===== src/rtl/scd_pkg.sv =====
`timescale 1ns/1ps
package scd_pkg;
  localparam int unsigned NUM_RANGES      = 10;
  localparam int unsigned RANGE_W         = 4;
  localparam int unsigned SRC_W           = 6;
  localparam int unsigned SLOW_EDGE_LIMIT = 2;
  localparam int unsigned UNSCALED_MAX_NS = 1000;
  localparam int unsigned TIMER_NS        = 100_000_000;

  localparam logic [SRC_W-1:0] SRC_INTERNAL = 6'b111110;

  localparam int unsigned ADDR_SRC   = 1;
  localparam int unsigned ADDR_RANGE = 2;
  localparam int unsigned ADDR_CTRL  = 3;
  localparam int unsigned ADDR_ACK   = 4;

  // gate period of each range code, in ns
  function automatic int unsigned range_ns(input int unsigned code);
    case (code)
      0:       return 20;
      1:       return 50;
      2:       return 100;
      3:       return 200;
      4:       return 500;
      5:       return 1_000;
      6:       return 100_000;
      7:       return 1_000_000;
      8:       return 10_000_000;
      9:       return 1_000_000_000;
      default: return 0;
    endcase
  endfunction

  function automatic int unsigned to_cycles(input int unsigned ns, input int unsigned ref_ns,
                                            input int unsigned div, input bit scaled);
    int unsigned c;
    c = ns / ref_ns;
    if (scaled) c = c / div;
    if (c == 0) c = 1;
    return c;
  endfunction

  function automatic int unsigned gate_cycles(input int unsigned code, input int unsigned ref_ns,
                                              input int unsigned div);
    return to_cycles(range_ns(code), ref_ns, div, range_ns(code) > UNSCALED_MAX_NS);
  endfunction

  function automatic int unsigned timer_cycles(input int unsigned ref_ns, input int unsigned div);
    return to_cycles(TIMER_NS, ref_ns, div, 1'b1);
  endfunction

  function automatic logic range_valid(input logic [RANGE_W-1:0] code);
    return code < RANGE_W'(NUM_RANGES);
  endfunction

  // a window is slow when stored edges plus the edge of the closing cycle stay under the limit
  function automatic logic window_is_slow(input logic [1:0] cnt, input logic edge_now);
    return ({1'b0, cnt} + {2'b00, edge_now}) < 3'(SLOW_EDGE_LIMIT);
  endfunction
endpackage


===== src/rtl/scd_regs.sv =====
`timescale 1ns/1ps
module scd_regs
  import scd_pkg::*;
#(
  parameter int unsigned ADDR_W = 4,
  parameter int unsigned DATA_W = 6
) (
  input  logic               clk,
  input  logic               rst_n,
  input  logic               wr_en,
  input  logic [ADDR_W-1:0]  wr_addr,
  input  logic [DATA_W-1:0]  wr_data,
  output logic [SRC_W-1:0]   src_sel,
  output logic [RANGE_W-1:0] range_code,
  output logic               unmask,
  output logic               ack_pulse,
  output logic               ctrl_wr,
  output logic               cfg_restart
);
  logic wr_src, wr_range, range_ok;

  assign wr_src      = wr_en && (wr_addr == ADDR_W'(ADDR_SRC));
  assign wr_range    = wr_en && (wr_addr == ADDR_W'(ADDR_RANGE));
  assign ctrl_wr     = wr_en && (wr_addr == ADDR_W'(ADDR_CTRL));
  assign ack_pulse   = wr_en && (wr_addr == ADDR_W'(ADDR_ACK));
  assign range_ok    = range_valid(wr_data[RANGE_W-1:0]);
  assign cfg_restart = wr_src || (wr_range && range_ok);

  always_ff @(posedge clk) begin
    if (!rst_n) begin
      src_sel    <= '0;
      range_code <= '0;
      unmask     <= 1'b0;
    end else begin
      if (wr_src)               src_sel    <= wr_data[SRC_W-1:0];
      if (wr_range && range_ok) range_code <= wr_data[RANGE_W-1:0];
      if (ctrl_wr)              unmask     <= wr_data[0];
    end
  end

  p_range_legal_r1: assert property (@(posedge clk) disable iff (!rst_n)
    range_code < RANGE_W'(NUM_RANGES));

  p_invalid_ignored_r9: assert property (@(posedge clk) disable iff (!rst_n)
    (wr_range && (wr_data[RANGE_W-1:0] >= RANGE_W'(NUM_RANGES))) |=> $stable(range_code));
endmodule


===== src/rtl/scd_timebase.sv =====
`timescale 1ns/1ps
module scd_timebase
  import scd_pkg::*;
#(
  parameter int unsigned REF_NS   = 10,
  parameter int unsigned TIME_DIV = 1,
  parameter int unsigned CNT_W    = 32
) (
  input  logic               clk,
  input  logic               rst_n,
  input  logic [RANGE_W-1:0] range_code,
  input  logic               restart,
  output logic               win_end
);
  logic [CNT_W-1:0] len_lut [NUM_RANGES];
  logic [CNT_W-1:0] cur_len;
  logic [CNT_W-1:0] gcnt;

  for (genvar g = 0; g < NUM_RANGES; g++) begin : g_len
    localparam int unsigned LEN = gate_cycles(g, REF_NS, TIME_DIV);
    assign len_lut[g] = CNT_W'(LEN);
  end

  always_comb begin
    cur_len = CNT_W'(1);
    for (int i = 0; i < NUM_RANGES; i++)
      if (range_code == RANGE_W'(i)) cur_len = len_lut[i];
  end

  assign win_end = !restart && (gcnt >= cur_len - CNT_W'(1));

  always_ff @(posedge clk) begin
    if (!rst_n)                gcnt <= '0;
    else if (restart || win_end) gcnt <= '0;
    else                       gcnt <= gcnt + CNT_W'(1);
  end

  p_window_bound_r1: assert property (@(posedge clk) disable iff (!rst_n)
    gcnt < cur_len);

  p_restart_clears_r8: assert property (@(posedge clk) disable iff (!rst_n)
    restart |=> (gcnt == '0));
endmodule


===== src/rtl/scd_edge_meter.sv =====
`timescale 1ns/1ps
module scd_edge_meter
  import scd_pkg::*;
#(
  parameter int unsigned SYNC_STAGES = 2
) (
  input  logic clk,
  input  logic rst_n,
  input  logic meas_clk,
  input  logic win_end,
  input  logic restart,
  input  logic ack,
  output logic slow_flag
);
  logic [SYNC_STAGES-1:0] sync_q;
  logic                   prev_q;
  logic                   rise;
  logic [1:0]             ecnt;
  logic                   few;

  assign rise = sync_q[SYNC_STAGES-1] && !prev_q;
  assign few  = window_is_slow(ecnt, rise);

  always_ff @(posedge clk) begin
    if (!rst_n) begin
      sync_q <= '0;
      prev_q <= 1'b0;
    end else begin
      sync_q <= {sync_q[SYNC_STAGES-2:0], meas_clk};
      prev_q <= sync_q[SYNC_STAGES-1];
    end
  end

  always_ff @(posedge clk) begin
    if (!rst_n)                            ecnt <= '0;
    else if (restart || win_end)           ecnt <= '0;
    else if (rise && (ecnt != 2'd2))       ecnt <= ecnt + 2'd1;
  end

  always_ff @(posedge clk) begin
    if (!rst_n)              slow_flag <= 1'b0;
    else if (ack)            slow_flag <= 1'b0;
    else if (win_end && few) slow_flag <= 1'b1;
  end

  p_fast_window_clean_r2: assert property (@(posedge clk) disable iff (!rst_n)
    (!slow_flag && win_end && !few) |=> !slow_flag);

  p_slow_window_sets_r3: assert property (@(posedge clk) disable iff (!rst_n)
    (win_end && few && !ack) |=> slow_flag);

  p_flag_sticky_r4: assert property (@(posedge clk) disable iff (!rst_n)
    (slow_flag && !ack) |=> slow_flag);

  p_ack_clears_r4: assert property (@(posedge clk) disable iff (!rst_n)
    ack |=> !slow_flag);
endmodule


===== src/rtl/scd_timer.sv =====
`timescale 1ns/1ps
module scd_timer
  import scd_pkg::*;
#(
  parameter int unsigned REF_NS   = 10,
  parameter int unsigned TIME_DIV = 1,
  parameter int unsigned CNT_W    = 32
) (
  input  logic clk,
  input  logic rst_n,
  input  logic ack,
  output logic tick,
  output logic pend
);
  localparam logic [CNT_W-1:0] TLAST = CNT_W'(timer_cycles(REF_NS, TIME_DIV) - 1);

  logic [CNT_W-1:0] tcnt;

  assign tick = (tcnt == TLAST);

  always_ff @(posedge clk) begin
    if (!rst_n)    tcnt <= '0;
    else if (tick) tcnt <= '0;
    else           tcnt <= tcnt + CNT_W'(1);
  end

  always_ff @(posedge clk) begin
    if (!rst_n)    pend <= 1'b0;
    else if (tick) pend <= 1'b1;
    else if (ack)  pend <= 1'b0;
  end

  p_tick_sets_pend_r5: assert property (@(posedge clk) disable iff (!rst_n)
    tick |=> (pend && (tcnt == '0)));

  p_count_in_range_r5: assert property (@(posedge clk) disable iff (!rst_n)
    tcnt <= TLAST);
endmodule


===== src/rtl/clk_slow_detect.sv =====
`timescale 1ns/1ps
module clk_slow_detect
  import scd_pkg::*;
#(
  parameter int unsigned REF_NS      = 10,
  parameter int unsigned TIME_DIV    = 1,
  parameter int unsigned CNT_W       = 32,
  parameter int unsigned SYNC_STAGES = 2,
  parameter int unsigned ADDR_W      = 4,
  parameter int unsigned DATA_W      = 6
) (
  input  logic              clk_ref_i,
  input  logic              rst_n_i,
  input  logic              int_clk_i,
  input  logic              ext_clk_i,
  input  logic              wr_en_i,
  input  logic [ADDR_W-1:0] wr_addr_i,
  input  logic [DATA_W-1:0] wr_data_i,
  output logic              slow_flag_o,
  output logic              irq_o
);
  logic [SRC_W-1:0]   src_sel;
  logic [RANGE_W-1:0] range_code;
  logic               unmask, ack_pulse, ctrl_wr, cfg_restart;
  logic               restart, win_end, meas_clk, tick, pend;

  scd_regs #(.ADDR_W(ADDR_W), .DATA_W(DATA_W)) u_regs (
    .clk(clk_ref_i), .rst_n(rst_n_i), .wr_en(wr_en_i), .wr_addr(wr_addr_i),
    .wr_data(wr_data_i), .src_sel(src_sel), .range_code(range_code), .unmask(unmask),
    .ack_pulse(ack_pulse), .ctrl_wr(ctrl_wr), .cfg_restart(cfg_restart));

  assign restart  = cfg_restart || ack_pulse;
  assign meas_clk = (src_sel == SRC_INTERNAL) ? int_clk_i : ext_clk_i;

  scd_timebase #(.REF_NS(REF_NS), .TIME_DIV(TIME_DIV), .CNT_W(CNT_W)) u_timebase (
    .clk(clk_ref_i), .rst_n(rst_n_i), .range_code(range_code), .restart(restart),
    .win_end(win_end));

  scd_edge_meter #(.SYNC_STAGES(SYNC_STAGES)) u_meter (
    .clk(clk_ref_i), .rst_n(rst_n_i), .meas_clk(meas_clk), .win_end(win_end),
    .restart(restart), .ack(ack_pulse), .slow_flag(slow_flag_o));

  scd_timer #(.REF_NS(REF_NS), .TIME_DIV(TIME_DIV), .CNT_W(CNT_W)) u_timer (
    .clk(clk_ref_i), .rst_n(rst_n_i), .ack(ack_pulse), .tick(tick), .pend(pend));

  assign irq_o = pend && unmask;

  p_tick_raises_irq_r6: assert property (@(posedge clk_ref_i) disable iff (!rst_n_i)
    (tick && unmask && !ctrl_wr) |=> irq_o);

  p_irq_holds_r6: assert property (@(posedge clk_ref_i) disable iff (!rst_n_i)
    (irq_o && !ack_pulse && !ctrl_wr) |=> irq_o);

  p_ack_drops_irq_r4: assert property (@(posedge clk_ref_i) disable iff (!rst_n_i)
    (ack_pulse && !tick) |=> !irq_o);
endmodule


===== config.mk =====
export PLATFORM = sky130hd
export DESIGN_NAME = clk_slow_detect
export DESIGN_NICKNAME = d
export VERILOG_FILES = /design/src/rtl/scd_pkg.sv /design/src/rtl/scd_regs.sv /design/src/rtl/scd_timebase.sv /design/src/rtl/scd_edge_meter.sv /design/src/rtl/scd_timer.sv /design/src/rtl/clk_slow_detect.sv
export SDC_FILE = /design/constraint.sdc
export NUM_CORES = 1
export LEC_CHECK = 0
export BUFFER_PORTS_ARGS = -buffer_cell sky130_fd_sc_hd__buf_2
export CORE_MARGIN = 2
export CORE_UTILIZATION = 53
export DETAILED_ROUTE_END_ITERATION = 7
export PLACE_DENSITY = 0.81
export RECOVER_POWER = 100
export SETUP_SLACK_MARGIN = 0.02
export SYNTH_ARGS = -nofsm -noshare
export SYNTH_HDL_FRONTEND = slang
export SYNTH_HIERARCHICAL = 1
export SYNTH_SLANG_ARGS = --single-unit
export TNS_END_PERCENT = 10

===== constraint.sdc =====
create_clock -name clk_ref_i -period 5.36 [get_ports clk_ref_i]
set_clock_uncertainty 0.05 [all_clocks]
set_input_delay 0.804 -clock clk_ref_i [delete_from_list [all_inputs] [get_ports clk_ref_i]]
set_output_delay 0.804 -clock clk_ref_i [all_outputs]
set_load 0.005 [all_outputs]

# == Yosys cells after proc, flatten, opt, wreduce, memory -nomap -nowiden ==
# Index checks and enable logic that the tools add are counted.
# op_classes
n_reduce_logical,20
magnitude_cmp,3
muxes,13
n_bitwise,1
div,0
shift,0
mul,0
eq_ne,16
addsub,5
# op_table
cell,n
$add 32x1->32 const B,2
$eq 32x24->1 const B,1
$ge 32x32->1,1
$sub 27x1->28 const B,1
$mux 27,1
$eq 4x3->1 const B,5
$mux 20,1
$mux 17,1
$eq 4x2->1 const B,4
$mux 14,1
$logic_and 1x1->1,10
$eq 4x1->1 const B,2
$eq 4x4->1 const B,2
$mux 7,1
$eq 6x6->1 const B,1
$mux 6,1
$reduce_or 2->1,3
$mux 5,1
$logic_not 4->1,1
$lt 4x4->1 const B,1
$mux 4,1
$add 2x1->3,1
$logic_or 1x1->1,3
$lt 3x2->1 const B,1
8 further kinds,11
# word_totals
latch_bits,0
memories,0
out_inout_bits,2
mem_bits_rw,0
input_bits,15
mem_bits_ro,0
register_bits,82

# == Depth between registers and ports, before layout ==
# Gate-level depths: netlist of run 1.
# logic_depth
ltp_word,16
depth_mapped,19

# == Modules after synthesis ==
# Netlist of run 1, hierarchy kept.
# modules_own_cells
module,area_each_um2,cells_each,instances
scd_timebase,2675.1,305,1
scd_timer,1552.7,185,1
scd_regs,523.0,59,1
scd_edge_meter,270.3,24,1
clk_slow_detect,42.5,5,1

# == Least setup slack after synthesis of run 1 ==
# OpenSTA, ideal clock, no wires.
# synth_timing
path_kind,register to register
startpoint,register u_regs.range_code[2]
endpoint,register u_meter.slow_flag
t_required_ns,5.195
arrival_ns,3.688
path_slack_ns,1.507
setup_time_ns,0.115
stages_incl_launch_ff,19
synth_period_minus_slack_ns,3.853
cell_sequence,dfxtp_1 -> clkbuf_1 -> nor2_1 -> nor2_1 -> a21oi_1 -> ha_1 -> buf_1 -> o21ai_0 -> a21oi_1 -> a21oi_1 -> ha_1 -> nand2_1 -> or3_1 -> o221ai_1 -> a21oi_2 -> o211ai_4 -> nor2b_1 -> nand2b_1 -> a2111oi_0
# synth_between
elab_chain_cells,15
# synth_lines
element,line,text
start: declaration,scd_regs.sv:14,"output logic [RANGE_W-1:0] range_code,"
start signal: assignment,scd_regs.sv:36,if (wr_range && range_ok) range_code <= wr_data[RANGE_W-1:0];
$logic_not 4->1,scd_timebase.sv:27,if (range_code == RANGE_W'(i)) cur_len = len_lut[i];
$mux 2,scd_timebase.sv:27,
$mux 3,scd_timebase.sv:27,
$mux 4,scd_timebase.sv:27,
$mux 5,scd_timebase.sv:27,
$mux 6,scd_timebase.sv:27,
$mux 7,scd_timebase.sv:27,
$mux 14,scd_timebase.sv:27,
$mux 17,scd_timebase.sv:27,
$mux 20,scd_timebase.sv:27,
$mux 27 (*),scd_timebase.sv:27,
$sub 27x1->28 (*),scd_timebase.sv:30,assign win_end = !restart && (gcnt >= cur_len - CNT_W'(1));
$ge 32x32->1 (*),scd_timebase.sv:30,
$logic_and 1x1->1 (*),scd_timebase.sv:30,
named net win_end,clk_slow_detect.sv:25,"logic restart, win_end, meas_clk, tick, pend;"
$logic_and 1x1->1 (*),scd_edge_meter.sv:43,else if (win_end && few) slow_flag <= 1'b1;
end signal: assignment,scd_edge_meter.sv:41,if (!rst_n) slow_flag <= 1'b0;
end signal: assignment,scd_edge_meter.sv:42,else if (ack) slow_flag <= 1'b0;
end signal: assignment,scd_edge_meter.sv:43,
end: declaration,scd_edge_meter.sv:13,output logic slow_flag
# Mark *: on every way through the listed nets, which the timed path passes. The rest lies on a longest branch.
# A chain may end at the register's enable or synchronous reset.

# == Worst setup path after layout of run 1 ==
# layout_timing
startpoint,register u_regs.range_code[1]
endpoint,register u_meter.slow_flag
# Same word-level chain as after synthesis.

==> out/metrics.yaml, run 1 <==
floorplan:
  rows: 35
  start_util_pct: 54.8
  ios: 17
  dieArea_mm2: 0.0103
  chipHeight_um: 102
  fp.dieW_um: 102
  core_mm2: 0.00924
clocking:
  cts.clk_slew.worst_paths_ns: 0.09
  cts_max_path_buffers: 2
  hold_buffers: 0
  htreeDepth: 3
  cts_made_buffers: 9
  clk_latency_ns: 0.37
  postCtsResizedCells: 0
  cts_tree: "done"
  cts-root-buf: "clkbuf_8"
  cts.sinks: 82
  post-cts-setup-buffers: 0
global_route:
  antenna_found_initial: 0
  track_usage_pct: 20.7
  grt_overflow: 0
  grt_max_degree: 33
  grt_pass1_vias: 3928
  grt_pass1_wl_um: 17300
critical_path:
  crit_required_ns: 5.57
  cp-startpoint: "u_regs/range_code[1]"
  cp-start-kind: "flop"
  cp.arrival_ns: 4.58
  path_max_fanout: 15
  worstSetupPathType: "flop to flop"
  endpoint_kind: "flop"
  r2r_start: "u_regs/range_code[1]"
place:
  place.port_buffers: 16
  hpwl_um: 7290
  post_dp_cell_area_mm2: 0.00522
  place.gp.congestion: 0.877
power:
  pwr-share-seq_pct: 55.2
  power.clock.fraction_pct: 38.7
  ir_drop_mv: 0.179
  intPower_mw: 0.826
  p_sw_share_pct: 26.9
  p_leak_nw: 1.88
  power.switching_mw: 0.303
  powerDensity_mw_per_mm2: 216
  p_comb_share_pct: 6.1
timing:
  tns_ns: 0
  report.final.slew_viol_count: 0
  slew_headroom_pct: 27.9
  rsz0062_at_grt: "no"
  worstMarginPinSlew_ns: 1.07
  timing.fmax_mhz: 229
  hold_viol: 0
  finalCritPeriodShare_pct: 81.5
  layout_min_cycle_time_ns: 4.37
  finalSetupViolations: 0
run:
  maxCapViolations: 0
routing:
  drt_iter0_markers: 143
  detail_route.wl_per_cell_um: 14.0
  drtAntennaViolNets: 0
  vias: 4147
  wl_um: 10100
  viasPerCell: 5.75
  drtPass1Iterations: 4
  drc: 0
layout:
  syn_to_final_growth_pct: 3.29
  finalInstanceArea_mm2: 0.00523
  diodes: 0
  mostFrequentLayoutCells: "82 x dfxtp_1, 46 x nand2_1, 41 x a21oi_1, 36 x ha_1, 35 x nor3_1"
  fin_nets: 638
  layout-drive-gt1-share_pct: 8.61
  final_common_cell: "dfxtp_1"
  fill_cells: 852
synthesis:
  ys_warn_count: 6
  syn-cell-area_mm2: 0.00506
  syn_inst: 577
  postSynthAreaPerCell_um2: 8.77
hold_path:
  worstHoldStart: "u_meter/sync_q[0]"
  hold_class: "flop to flop"
outcome:
  status: "complete, no violations"
## critical path, stage by stage, from the launching register on
cell and delay, ns:
dfxtp_1 0.44, nor2_1 0.35, nor2_1 0.13, a21oi_1 0.19
ha_1 0.44, xor2_1 0.20, nand2_1 0.08, o22ai_1 0.24
a21oi_1 0.10, ha_1 0.32, nand2_1 0.05, or3_1 0.30
o221ai_1 0.21, a21oi_1 0.14, o211ai_4 0.21, nor2b_1 0.33
nand2b_1 0.10, a2111oi_0 0.38
## registers in the layout, indices dropped and copies added (netlist names)
signal,flops
u_timer/pend,1
u_regs/src_sel,6
u_meter/ecnt,2
u_meter/sync_q,2
u_regs/range_code,4
u_regs/unmask,1
u_meter/prev_q,1
u_timebase/gcnt,32
u_meter/slow_flag,1
u_timer/tcnt,32
## per-stage QoR
stage / hold WS (ns) / power [mW] / std cells / utilization [%] / setup WS (ns)
3_3_place_gp: 0.370 / 0.708 / 705 / 56.5 / 1.44
5_1_grt: 0.414 / 1.18 / 721 / 56.6 / 0.590
2_1_floorplan: 0.362 / 0.692 / 581 / - / 1.51
6_report: 0.391 / 1.13 / 721 / 56.6 / 0.991
4_1_cts: 0.393 / 1.15 / 721 / 58.5 / 1.07
3_5_place_dp: 0.372 / 0.712 / 705 / 56.5 / 1.18
## power by group through the flow
stage	sequential [mW]	clock [mW]	combinational (mW)
3_3_place_gp	0.636	0	0.0718
5_1_grt	0.624	0.476	0.0797
3_5_place_dp	0.637	0	0.0754
4_1_cts	0.623	0.451	0.0758
6_report	0.623	0.437	0.0694
2_1_floorplan	0.635	0	0.0571
## path summary, 6_finish.rpt
path	slack [ns]	cells after the start	to
max reg2reg	0.99	17	u_meter/slow_flag
max	0.99	17	u_meter/slow_flag
min	0.39	1	u_meter/sync_q[1]
min reg2reg	0.39	1	u_meter/sync_q[1]
## layer usage
metal | wire [µm] | track usage, %
met5 | 0 | 0
met4 | 194 | 8.73
met3 | 238 | 4.69
met2 | 4930 | 35.4
met1 | 4700 | 24.8
## area by class of cell
class	count	area [µm²]	area share (%)
Clock inverter	7	66.3	1.27
Tap cell	129	161	3.09
Sequential cell	82	1640	31.4
Timing Repair Buffer	18	85.1	1.63
Inverter	20	75.1	1.44
Multi-Input combinational cell	456	3070	58.8
Clock buffer	9	124	2.37
No activity file was read; power rests on OpenSTA's default activity.
==> run 2: changes to the inputs <==
==> constraint.sdc (replaced) <==
create_clock -name clk_ref_i -period 4.2 [get_ports clk_ref_i]
set_clock_uncertainty 0.05 [all_clocks]
set_input_delay 0.63 -clock clk_ref_i [delete_from_list [all_inputs] [get_ports clk_ref_i]]
set_output_delay 0.63 -clock clk_ref_i [all_outputs]
set_load 0.005 [all_outputs]
==> out/metrics.yaml, run 2 (synthesis gave the netlist of run 1 again) <==
layout:
  syn_to_final_growth_pct: 4.50
  diodes: 0
  fin_util_pct: 57.2
  final_common_cell: "dfxtp_1"
  layout-drive-gt1-share_pct: 10.5
  top_regs: "u_timebase/gcnt (32), u_timer/tcnt (32), u_regs/src_sel (6)"
  fin_nets: 644
  mostFrequentLayoutCells: "82 x dfxtp_1, 46 x nand2_1, 41 x a21oi_1, 35 x ha_1, 32 x nor3_1"
critical_path:
  cp-start-kind: "flop"
  cp.arrival_ns: 4.04
  endpoint_kind: "flop"
  crit_family: "compound AO/OA/AOI/OAI gates"
  path_cells: "nor2_2 -> nor2_1 -> a21oi_1 -> ha_2 -> xor2_1 -> nand2_1 -> o22ai_1 -> a21oi_1 -> ha_1 -> nand2_1 -> or3_1 -> o221ai_1 -> a21oi_1 -> o211ai_4 -> nor2b_1 -> nand2b_1 -> a2111oi_0"
  path_max_fanout: 12
  path_buf_inv: 0
  worstSetupPathType: "flop to flop"
  crit_required_ns: 4.41
  cpMostUsedCell: "a21oi_1"
  crit_slowest_cell: "a2111oi_0"
  critPathMaxStageDelay_ns: 0.38
clocking:
  post-cts-setup-buffers: 0
  cts_made_buffers: 9
  cts.sinks: 82
  cts.clk_slew.worst_paths_ns: 0.09
  cts_max_path_buffers: 2
  cts_tree: "done"
  cts-root-buf: "clkbuf_8"
  htreeDepth: 3
  clk_latency_ns: 0.37
floorplan:
  start_util_pct: 54.8
  rows: 35
  core_mm2: 0.00924
  ios: 17
  dieArea_mm2: 0.0103
  fp.dieW_um: 102
  chipHeight_um: 102
global_route:
  grt_pass1_wl_um: 17700
  grt_max_degree: 33
  antenna_found_initial: 0
  grt_overflow: 0
  track_usage_pct: 21.1
  grt_pass1_vias: 4004
routing:
  drc: 0
  vias: 4235
  viasPerCell: 5.83
  wl_um: 10500
  drt_iter0_markers: 202
  detail_route.wl_per_cell_um: 14.4
  drtAntennaViolNets: 0
  drtPass1Iterations: 4
timing:
  hold_viol: 0
  whs_ns: 0.390
  finalSetupViolations: 0
  tns_ns: 0
  finalCritPeriodShare_pct: 91.2
  layout_min_cycle_time_ns: 3.83
  slew_headroom_pct: 5.20
  report.final.slew_viol_count: 0
  rsz0062_at_grt: "no"
  worstMarginPinSlew_ns: 1.41
  timing.fmax_mhz: 261
power:
  p_leak_nw: 1.91
  powerDensity_mw_per_mm2: 270
  ir_drop_mv: 0.220
  p_total_mw: 1.43
outcome:
  status: "complete, no violations"
hold_path:
  hold_class: "flop to flop"
run:
  maxCapViolations: 0
place:
  hpwl_um: 7590
  place.gp.congestion: 0.874
  place.port_buffers: 16
run 2: cell count changes in the layout (fill, tap and decap cells not counted), moves of 2 or more:
cell,change
nor3_1,-3
nor3_2,+3
buf_4,+5
clkinvlp_4,+3
and2_0,+2
and2_1,-2
run 2: final timing paths:
path	startpoint	to	slack, ns	depth (start not counted)
max	u_regs/range_code[1]	u_meter/slow_flag	0.37	17
min	u_meter/sync_q[0]	u_meter/sync_q[1]	0.39	1
max reg2reg	u_regs/range_code[1]	u_meter/slow_flag	0.37	17
min reg2reg	u_meter/sync_q[0]	u_meter/sync_q[1]	0.39	1
run 2: layout make-up:
type | count | area (µm²)
flip-flops and latches | 82 | 1640
clock buffers | 9 | 124
clock inverters | 7 | 60.1
fillers | 842 | 3950
well taps | 129 | 161
repair buffers | 24 | 128
multi-input cells | 456 | 3100
inverters | 20 | 75.1
run 2: repair_timing:
| action | 4_1_cts | 5_1_grt |
|---|---|---|
| resized for setup | 0 | 2 |
| hold buffers | 0 | 0 |
| setup endpoints to repair | 0 | 2 |
run 2: metrics by stage:
step / cell area [µm²] / setup WS [ns] / std cells
finish: 5290 / 0.368 / 727
CTS: 5450 / 0.226 / 727
global route: 5290 / 0.129 / 727
floorplan: 5070 / 0.347 / 581
detailed placement: 5260 / 0.241 / 711
global placement: 5260 / 0.429 / 711
run 2: routing by layer:
| metal | track usage (%) | vias up | wire length [µm] |
|---|---|---|---|
| met5 | 0 | - | 0 |
| met4 | 7.69 | 0 | 138 |
| met3 | 5.87 | 17 | 380 |
| met1 | 24.8 | 2011 | 4600 |
| li1 | - | 2137 | - |
| met2 | 36.7 | 70 | 5350 |
run 2: worst register-to-register path: cells and delay by family (launching register included):
kind | cells | cell delay, ns
AOI/OAI and AO/OA | 7 | 1.33
xor gates and xnor gates | 1 | 0.18
adders and majority gates | 2 | 0.65
DFF | 1 | 0.33
and+or+nand+nor | 7 | 1.17
run 2: report_power, final:
group          internal, mW  switching, mW
Sequential            0.786        0.00823
Clock                 0.223          0.318
Combinational        0.0371         0.0546
Total                  1.05          0.381
